==> src/rtl/uart_fc_tx.sv <==
module uart_fc_tx #(
  parameter int          MIN_BITS    = 5,
  parameter int          MAX_BITS    = 9,
  parameter logic [7:0]  PAUSE_CODE  = 8'h13,
  parameter logic [7:0]  RESUME_CODE = 8'h11,
  localparam int         NW          = $clog2(MAX_BITS + 1)
) (
  input  logic                clk,
  input  logic                rst,
  input  logic                baud_tick,
  input  logic [NW-1:0]       cfg_data_bits,
  input  logic                cfg_parity_en,
  input  logic                cfg_parity_odd,
  input  logic                cfg_two_stop,
  input  logic                cts,
  input  logic                rx_char_valid,
  input  logic [7:0]          rx_char,
  input  logic                in_valid,
  input  logic [MAX_BITS-1:0] in_data,
  output logic                in_ready,
  output logic                txd
);

  typedef enum logic [2:0] {S_IDLE, S_ARM, S_START, S_DATA, S_PAR, S_STOP} st_t;

  st_t                 st;
  logic [MAX_BITS-1:0] sh;
  logic [NW-1:0]       nb, bcnt, nb_in;
  logic                pen, par, two, stop2nd, paused;
  logic [MAX_BITS-1:0] mask;
  logic                par_in, accept;

  assign nb_in = (cfg_data_bits < NW'(MIN_BITS)) ? NW'(MIN_BITS) :
                 (cfg_data_bits > NW'(MAX_BITS)) ? NW'(MAX_BITS) : cfg_data_bits;

  always_comb begin
    mask = '0;
    for (int i = 0; i < MAX_BITS; i++)
      if (i < int'(nb_in)) mask[i] = 1'b1;
  end

  assign par_in   = ^(in_data & mask) ^ cfg_parity_odd;
  assign in_ready = (st == S_IDLE) && !paused && cts;
  assign accept   = in_valid && in_ready;

  assign txd = (st == S_START) ? 1'b0 :
               (st == S_DATA)  ? sh[0] :
               (st == S_PAR)   ? par : 1'b1;

  always_ff @(posedge clk) begin
    if (rst) begin
      st      <= S_IDLE;
      paused  <= 1'b0;
      sh      <= '0;
      nb      <= NW'(MIN_BITS);
      bcnt    <= '0;
      pen     <= 1'b0;
      par     <= 1'b0;
      two     <= 1'b0;
      stop2nd <= 1'b0;
    end else begin
      if (rx_char_valid) begin
        if (rx_char == PAUSE_CODE)       paused <= 1'b1;
        else if (rx_char == RESUME_CODE) paused <= 1'b0;
      end
      case (st)
        S_IDLE: if (accept) begin
          sh  <= in_data;
          nb  <= nb_in;
          pen <= cfg_parity_en;
          par <= par_in;
          two <= cfg_two_stop;
          st  <= S_ARM;
        end
        S_ARM: if (baud_tick) st <= S_START;
        S_START: if (baud_tick) begin
          st   <= S_DATA;
          bcnt <= '0;
        end
        S_DATA: if (baud_tick) begin
          sh <= sh >> 1;
          if (bcnt == nb - 1'b1) begin
            st      <= pen ? S_PAR : S_STOP;
            stop2nd <= 1'b0;
          end else begin
            bcnt <= bcnt + 1'b1;
          end
        end
        S_PAR: if (baud_tick) begin
          st      <= S_STOP;
          stop2nd <= 1'b0;
        end
        S_STOP: if (baud_tick) begin
          if (two && !stop2nd) stop2nd <= 1'b1;
          else                 st      <= S_IDLE;
        end
        default: st <= S_IDLE;
      endcase
    end
  end

  p_bit_hold_r2: assert property (@(posedge clk) disable iff (rst)
    !baud_tick |=> $stable(txd));

  p_start_low_r2: assert property (@(posedge clk) disable iff (rst)
    (st == S_ARM && baud_tick) |=> !txd);

  p_cts_gate_r7: assert property (@(posedge clk) disable iff (rst)
    (!cts && st == S_IDLE) |=> st == S_IDLE);

  p_pause_blocks_r8: assert property (@(posedge clk) disable iff (rst)
    (rx_char_valid && rx_char == PAUSE_CODE) |=> !in_ready);

  p_resume_r9: assert property (@(posedge clk) disable iff (rst)
    (rx_char_valid && rx_char == RESUME_CODE && st == S_IDLE && !in_valid)
      |=> (in_ready || !cts));

endmodule

==> config.mk <==
export PLATFORM = sky130hd
export DESIGN_NAME = uart_fc_tx
export DESIGN_NICKNAME = d
export VERILOG_FILES = /design/src/rtl/uart_fc_tx.sv
export SDC_FILE = /design/constraint.sdc
export NUM_CORES = 1
export LEC_CHECK = 0
export ABC_AREA = 1
export BUFFER_PORTS_ARGS = -buffer_cell sky130_fd_sc_hd__clkbuf_2
export CELL_PAD_IN_SITES_DETAIL_PLACEMENT = 0
export CELL_PAD_IN_SITES_GLOBAL_PLACEMENT = 2
export CORE_MARGIN = 8
export CORE_UTILIZATION = 28
export DETAILED_ROUTE_END_ITERATION = 10
export PLACE_DENSITY_LB_ADDON = 0.15
export SLEW_MARGIN = 20
export SYNTH_ARGS = -nofsm -noshare
export SYNTH_HDL_FRONTEND = slang
export SYNTH_SLANG_ARGS = --single-unit
==> constraint.sdc <==
create_clock -name clk -period 1.8 [get_ports clk]
set_input_delay 0 -clock clk [delete_from_list [all_inputs] [get_ports clk]]
set_output_delay 0 -clock clk [all_outputs]
set_load 0.02 [all_outputs]
# --- After elaboration in Yosys (flattened, before gate mapping) ---
# Cells that the tools add are included.
totals:
  regBits: 25
  input_bits: 30
  output_inout_bits: 2
  word_cells: 99
op_classes:
  addsub: 2
  magnitude_cmp: 11
  eq_ne: 18
  muxes: 39
  n_bitwise: 2
  n_reduce_logical: 18
op_table:
  columns: ["op", "count"]
  rows:
  - ["$mux 3", 8]
  - ["$mux 1", 20]
  - ["$mux 4", 5]
  - ["$mux 9", 2]
  - ["$ne 2x2->1 const B", 9]
  - ["$pmux 3 s6", 1]
  - ["$pmux 9 s2", 1]
  - ["$eq 8x5->1 const B", 2]
  - ["$lt 3x4->1 const A", 4]
  - ["$and 9x9->9", 1]
  - ["$reduce_xor 9->1", 1]
  - ["$lt 1x4->1 const A", 2]
  - ["$lt 2x4->1 const A", 2]
  - ["$pmux 4 s2", 1]
  - ["$reduce_and 8->1", 1]
  - ["$eq 3x2->1 const B", 2]
  - ["$eq 3x3->1 const B", 2]
  - ["$reduce_and 6->1", 1]
  - ["$reduce_bool 2->1", 3]
  - ["$add 4x1->4 const B", 1]
  - ["$eq 4x4->1", 1]
  - ["$gt 4x4->1 const B", 1]
  - ["$logic_and 1x1->1", 4]
  - ["$lt 4x3->1 const B", 1]
  - ["12 further kinds", 14]

# --- Depth between registers and ports, before layout ---
depth:
  word_depth: 8
  mapped_depth: 14
  ltp_nobuf: 14

# --- Worst setup path before layout ---
# No wires, ideal clock.
synth_timing:
  kind: "reg-to-reg"
  from: "reg nb[0]"
  to: "reg bcnt[1]"
  setup_time_ns: 0.116
  arrival_time_ns: 1.407
  required_ns: 1.684
  setup_slack_ns: 0.277
  stages_incl_launch_ff: 11
  n_path_buf: 0
  synth_period_minus_slack_ns: 1.523
  cell_sequence: "dfxtp_1 inv_1 ha_1 nand2_1 nand4_1 nor2_1 nand3_1 nand3_1 nand2_1 o21ai_0 nor2_1"
synth_via:
  elab_chain_len: 4
synth_rtl:
  columns: ["element", "line_no", "source"]
  rows:
  - ["start, declared", "28", "logic [NW-1:0] nb, bcnt, nb_in;"]
  - ["start signal, assigned", "55", "nb <= NW'(MIN_BITS);"]
  - ["start signal, assigned", "69", "nb <= nb_in;"]
  - ["$sub 4x1->4", "82", "if (bcnt == nb - 1'b1) begin"]
  - ["$eq 4x4->1", "82", null]
  - ["$ne 2x2->1 (no line)", null, null]
  - ["$reduce_and 4->1 (no line)", null, null]
  - ["end signal, assigned", "86", "bcnt <= bcnt + 1'b1;"]
  - ["end, declared", "28", null]
# Every way passes these cells.
# A chain may end at the register's enable or synchronous reset.

# --- Worst setup path after layout ---
layout_timing:
  from: "reg nb[0]"
  to: "reg st[0]"
layout_via:
  elab_chain_len: 4
layout_rtl:
  columns: ["element", "line_no", "source"]
  rows:
  - ["$sub 4x1->4", "82", null]
  - ["$eq 4x4->1", "82", null]
  - ["$ne 2x1->1 (no line)", null, null]
  - ["$reduce_and 8->1 (no line)", null, null]
  - ["end signal, assigned", "83", "st <= pen ? S_PAR : S_STOP;"]
  - ["end, declared", "26", "st_t st;"]
# Every way passes these cells.

==> summary.txt <==
Floorplan
  • Chip Height: ~90 um
  • FP Rows: 27
  • Core Box Area: around 0.0055 mm^2
  • Initial Utilization: 28.9%
  • Die span in x: just over 90 um
  • Die Area: between 0.008 and 0.009 mm^2
  • I/O Pins: 32

Place
  • DPL Wire Length: around 3300 um
  • PortBufs: 31
  • Routability cong.: around 0.74

Clock tree
  • CTS HTree Levels: 1
  • Max clock buf depth: 2
  • Root Buffer: clkbuf_8
  • Clock sinks: 25
  • Worst-path clk slew: roughly 0.09 ns
  • CTS tree: yes
  • Num CTS Buffers: 3
  • Clk_lat worst skew: 0.27 ns

Timing
  • Endpoints failing setup: 0
  • F_max: roughly 0.61 GHz
  • Rel. slew slack: between 60% and 70%
  • Worst-Margin Slew: a little under 0.5 ns
  • Final Cycle Share: between 90 and 100%
  • Hold Violations, Final: 0
  • Clock Skews: around 0.0067 ns
  • Period minus WS final: about 1.6 ns
  • Setup TNS: 0 ns
  • Slew Limit Fails: 0
  • RSZ-0062 raised after global routing: no

Critical path
  • CP top delay family: simple AND/OR/NAND/NOR gates
  • Critical path fanouts, max: 4
  • Max incr delay on CP: ~0.36 ns
  • Critical-path top delay cell: dfxtp_2
  • Worst-path cell chain: inv_1 > ha_1 > nand2_1 > nand4_1 > nor2_2 > nand2_1 > nand2_2 > nand3_2 > a21oi_1 > nor2_1
  • Most frequent CP cell: nand2_1
  • Crit path DAT: between 1.5 and 2 ns
  • CP startpoint kind: flop
  • CP Class: reg2reg
  • Crit path capture type: flop
  • Critical path required time: a little under 2 ns
  • Buf+Inv Stages, Crit Path: 1

Logic synthesis
  • Syn nets: approximately 290
  • Register area share after synthesis: between 30% and 40%
  • Top cell type's share of synthesized area: about a third
  • Synthesis Warnings: 0
  • Yosys reg bits: 25
  • Cell Area, Synth: approximately 0.0016 mm^2
  • Synth area leaders: dfxtp_1 31%, nand2_1 18%, inv_1 9.7%, a21oi_1 5.7%, nand3_1 5.0%
  • Mapped Cells: roughly 260
  • Post-synth cell types: 28
  • Synth area leader: dfxtp_1
  • Avg Inst Size Synth: approximately 6.2 um^2

Global routing
  • GRT Total Usage: just over 10%
  • First-pass GRT wire length: around 7300 um
  • Antenna violations before repair: 0
  • Vias in the first global route: ~1600
  • Largest net degree at the start of global routing: 16
  • Total congestion overflow: 0

Layout
  • Final design utilization: around a third
  • Layout cells sized above 1: between 10% and 20%
  • Final net count: between 300 and 400
  • # diodes: 0
  • P&R area growth vs syn: 20.8%

Detailed routing
  • 1st-iter DRT viols: 33
  • Vias per cell: around 4.5
  • Final ANT Viol Nets: 0
  • First-pass DRT Iterations: 4
  • Post-route DRC: 0
  • Wirelength per Cell: 11.4 um
  • Vias after detailed routing: around 1700
  • Detailed Route WL: 4170 um

Power
  • Power consumption: around 0.0020 W
  • Leak Pwr: ~0.94 nW
  • Worst vdd ir: 0.309 mV
  • Power per Cell Area: 1050 mW/mm^2

Job
  • Max-Cap Viols: 0

Outcome
  • Outcome: complete, no violations

Hold path
  • Hold WC Path Type: in2reg
==> final timing paths <==
kind                                  from  depth (start not counted)  endpoint  slack [ns]
worst min register to register       sh[3]                          2     sh[3]        0.46
worst max-delay path                 nb[0]                         10     st[0]        0.16
worst min-delay path            in_data[7]                          3     sh[7]       0.004
worst max register to register       nb[0]                         10     st[0]        0.16
==> what timing repair did <==
| action | 4_1_cts | 5_1_grt |
|---|---|---|
| setup buffers | 0 | 2 |
| resized for setup | 0 | 5 |
| hold endpoints to repair | 2 | 0 |
| hold buffers | 2 | 0 |
| setup endpoints to repair | 0 | 9 |
==> state kept, by name (all words and copies together), names as in the netlist <==
register,count
two,1
paused,1
pen,1
bcnt,4
par,1
st,3
nb,4
sh,9
stop2nd,1
==> tightest hold or removal path, delay by kind of cell <==
family,cells,cell delay (ns)
buffers and inverters,1,0.10
AOI/OAI and AO/OA,1,0.07
and+or+nand+nor,1,0.06
==> synth_stat cells (all sizes together) <==
cell type / instances
a31oi: 6
nand3: 18
nor2: 21
o221a: 1
o211ai: 1
nor3b: 2
nand4: 9
xor2: 1
o21ai: 19
ha: 2
a21oi: 19
nor3: 3
buf: 4
clkbuf: 1
inv: 42
a211oi: 1
xnor2: 2
dfxtp: 25
nand2: 79
==> final cells by class <==
type	count	area, um^2
multi-input combinational	184	916
tap	72	90.1
sequential	25	502
timing repair buffer	38	213
clock buffer	4	45.0
fill	625	3580
inverter	42	158
==> cells in the final DEF, fill, tap and decap left out, drive strengths merged <==
master and count:
a211oi 1, a21oi 19, a31oi 6, buf 5, clkbuf 35, dfxtp 25
dlygate4sd3 2, ha 2, inv 42, nand2 79, nand3 18, nand4 9
nor2 21, nor3 3, nor3b 2, o211ai 1, o21ai 19, o221a 1
xnor2 2, xor2 1
==> layer usage <==
metal	share of wire [%]	track usage (%)
met1	50	13.2
met2	45	16.7
met3	3.7	1.89
met4	0.98	3.68
met5	0	0
==> stage by stage <==
step,hold WS (ns),std cells,setup WS [ns],area [um^2]
global route,0.0142,365,0.0106,1920
finish,0.00429,365,0.164,1920
floorplan,0.143,256,0.277,1590
detailed placement,0.259,357,0.0655,1830
global placement,0.256,357,0.138,1830
CTS,0.00388,363,0.0563,1890
==> cells by family after synthesis <==
family	Yosys count	synth area share, %
AND/OR/NAND/NOR	132	37.2
buffers and inverters	47	11.9
XOR/XNOR	3	1.65
flip-flops	25	31.4
AO/OA/AOI/OAI	47	16.2
adder cells (fa/ha/maj)	2	1.57
==> power breakdown <==
part	switching (W)	leakage (nW)	internal, W
logic	0.000559	0.712	0.000347
clock network	0.000186	0.0228	0.000158
registers	0.0000925	0.204	0.000677
Power figures use the tool's default switching activity.
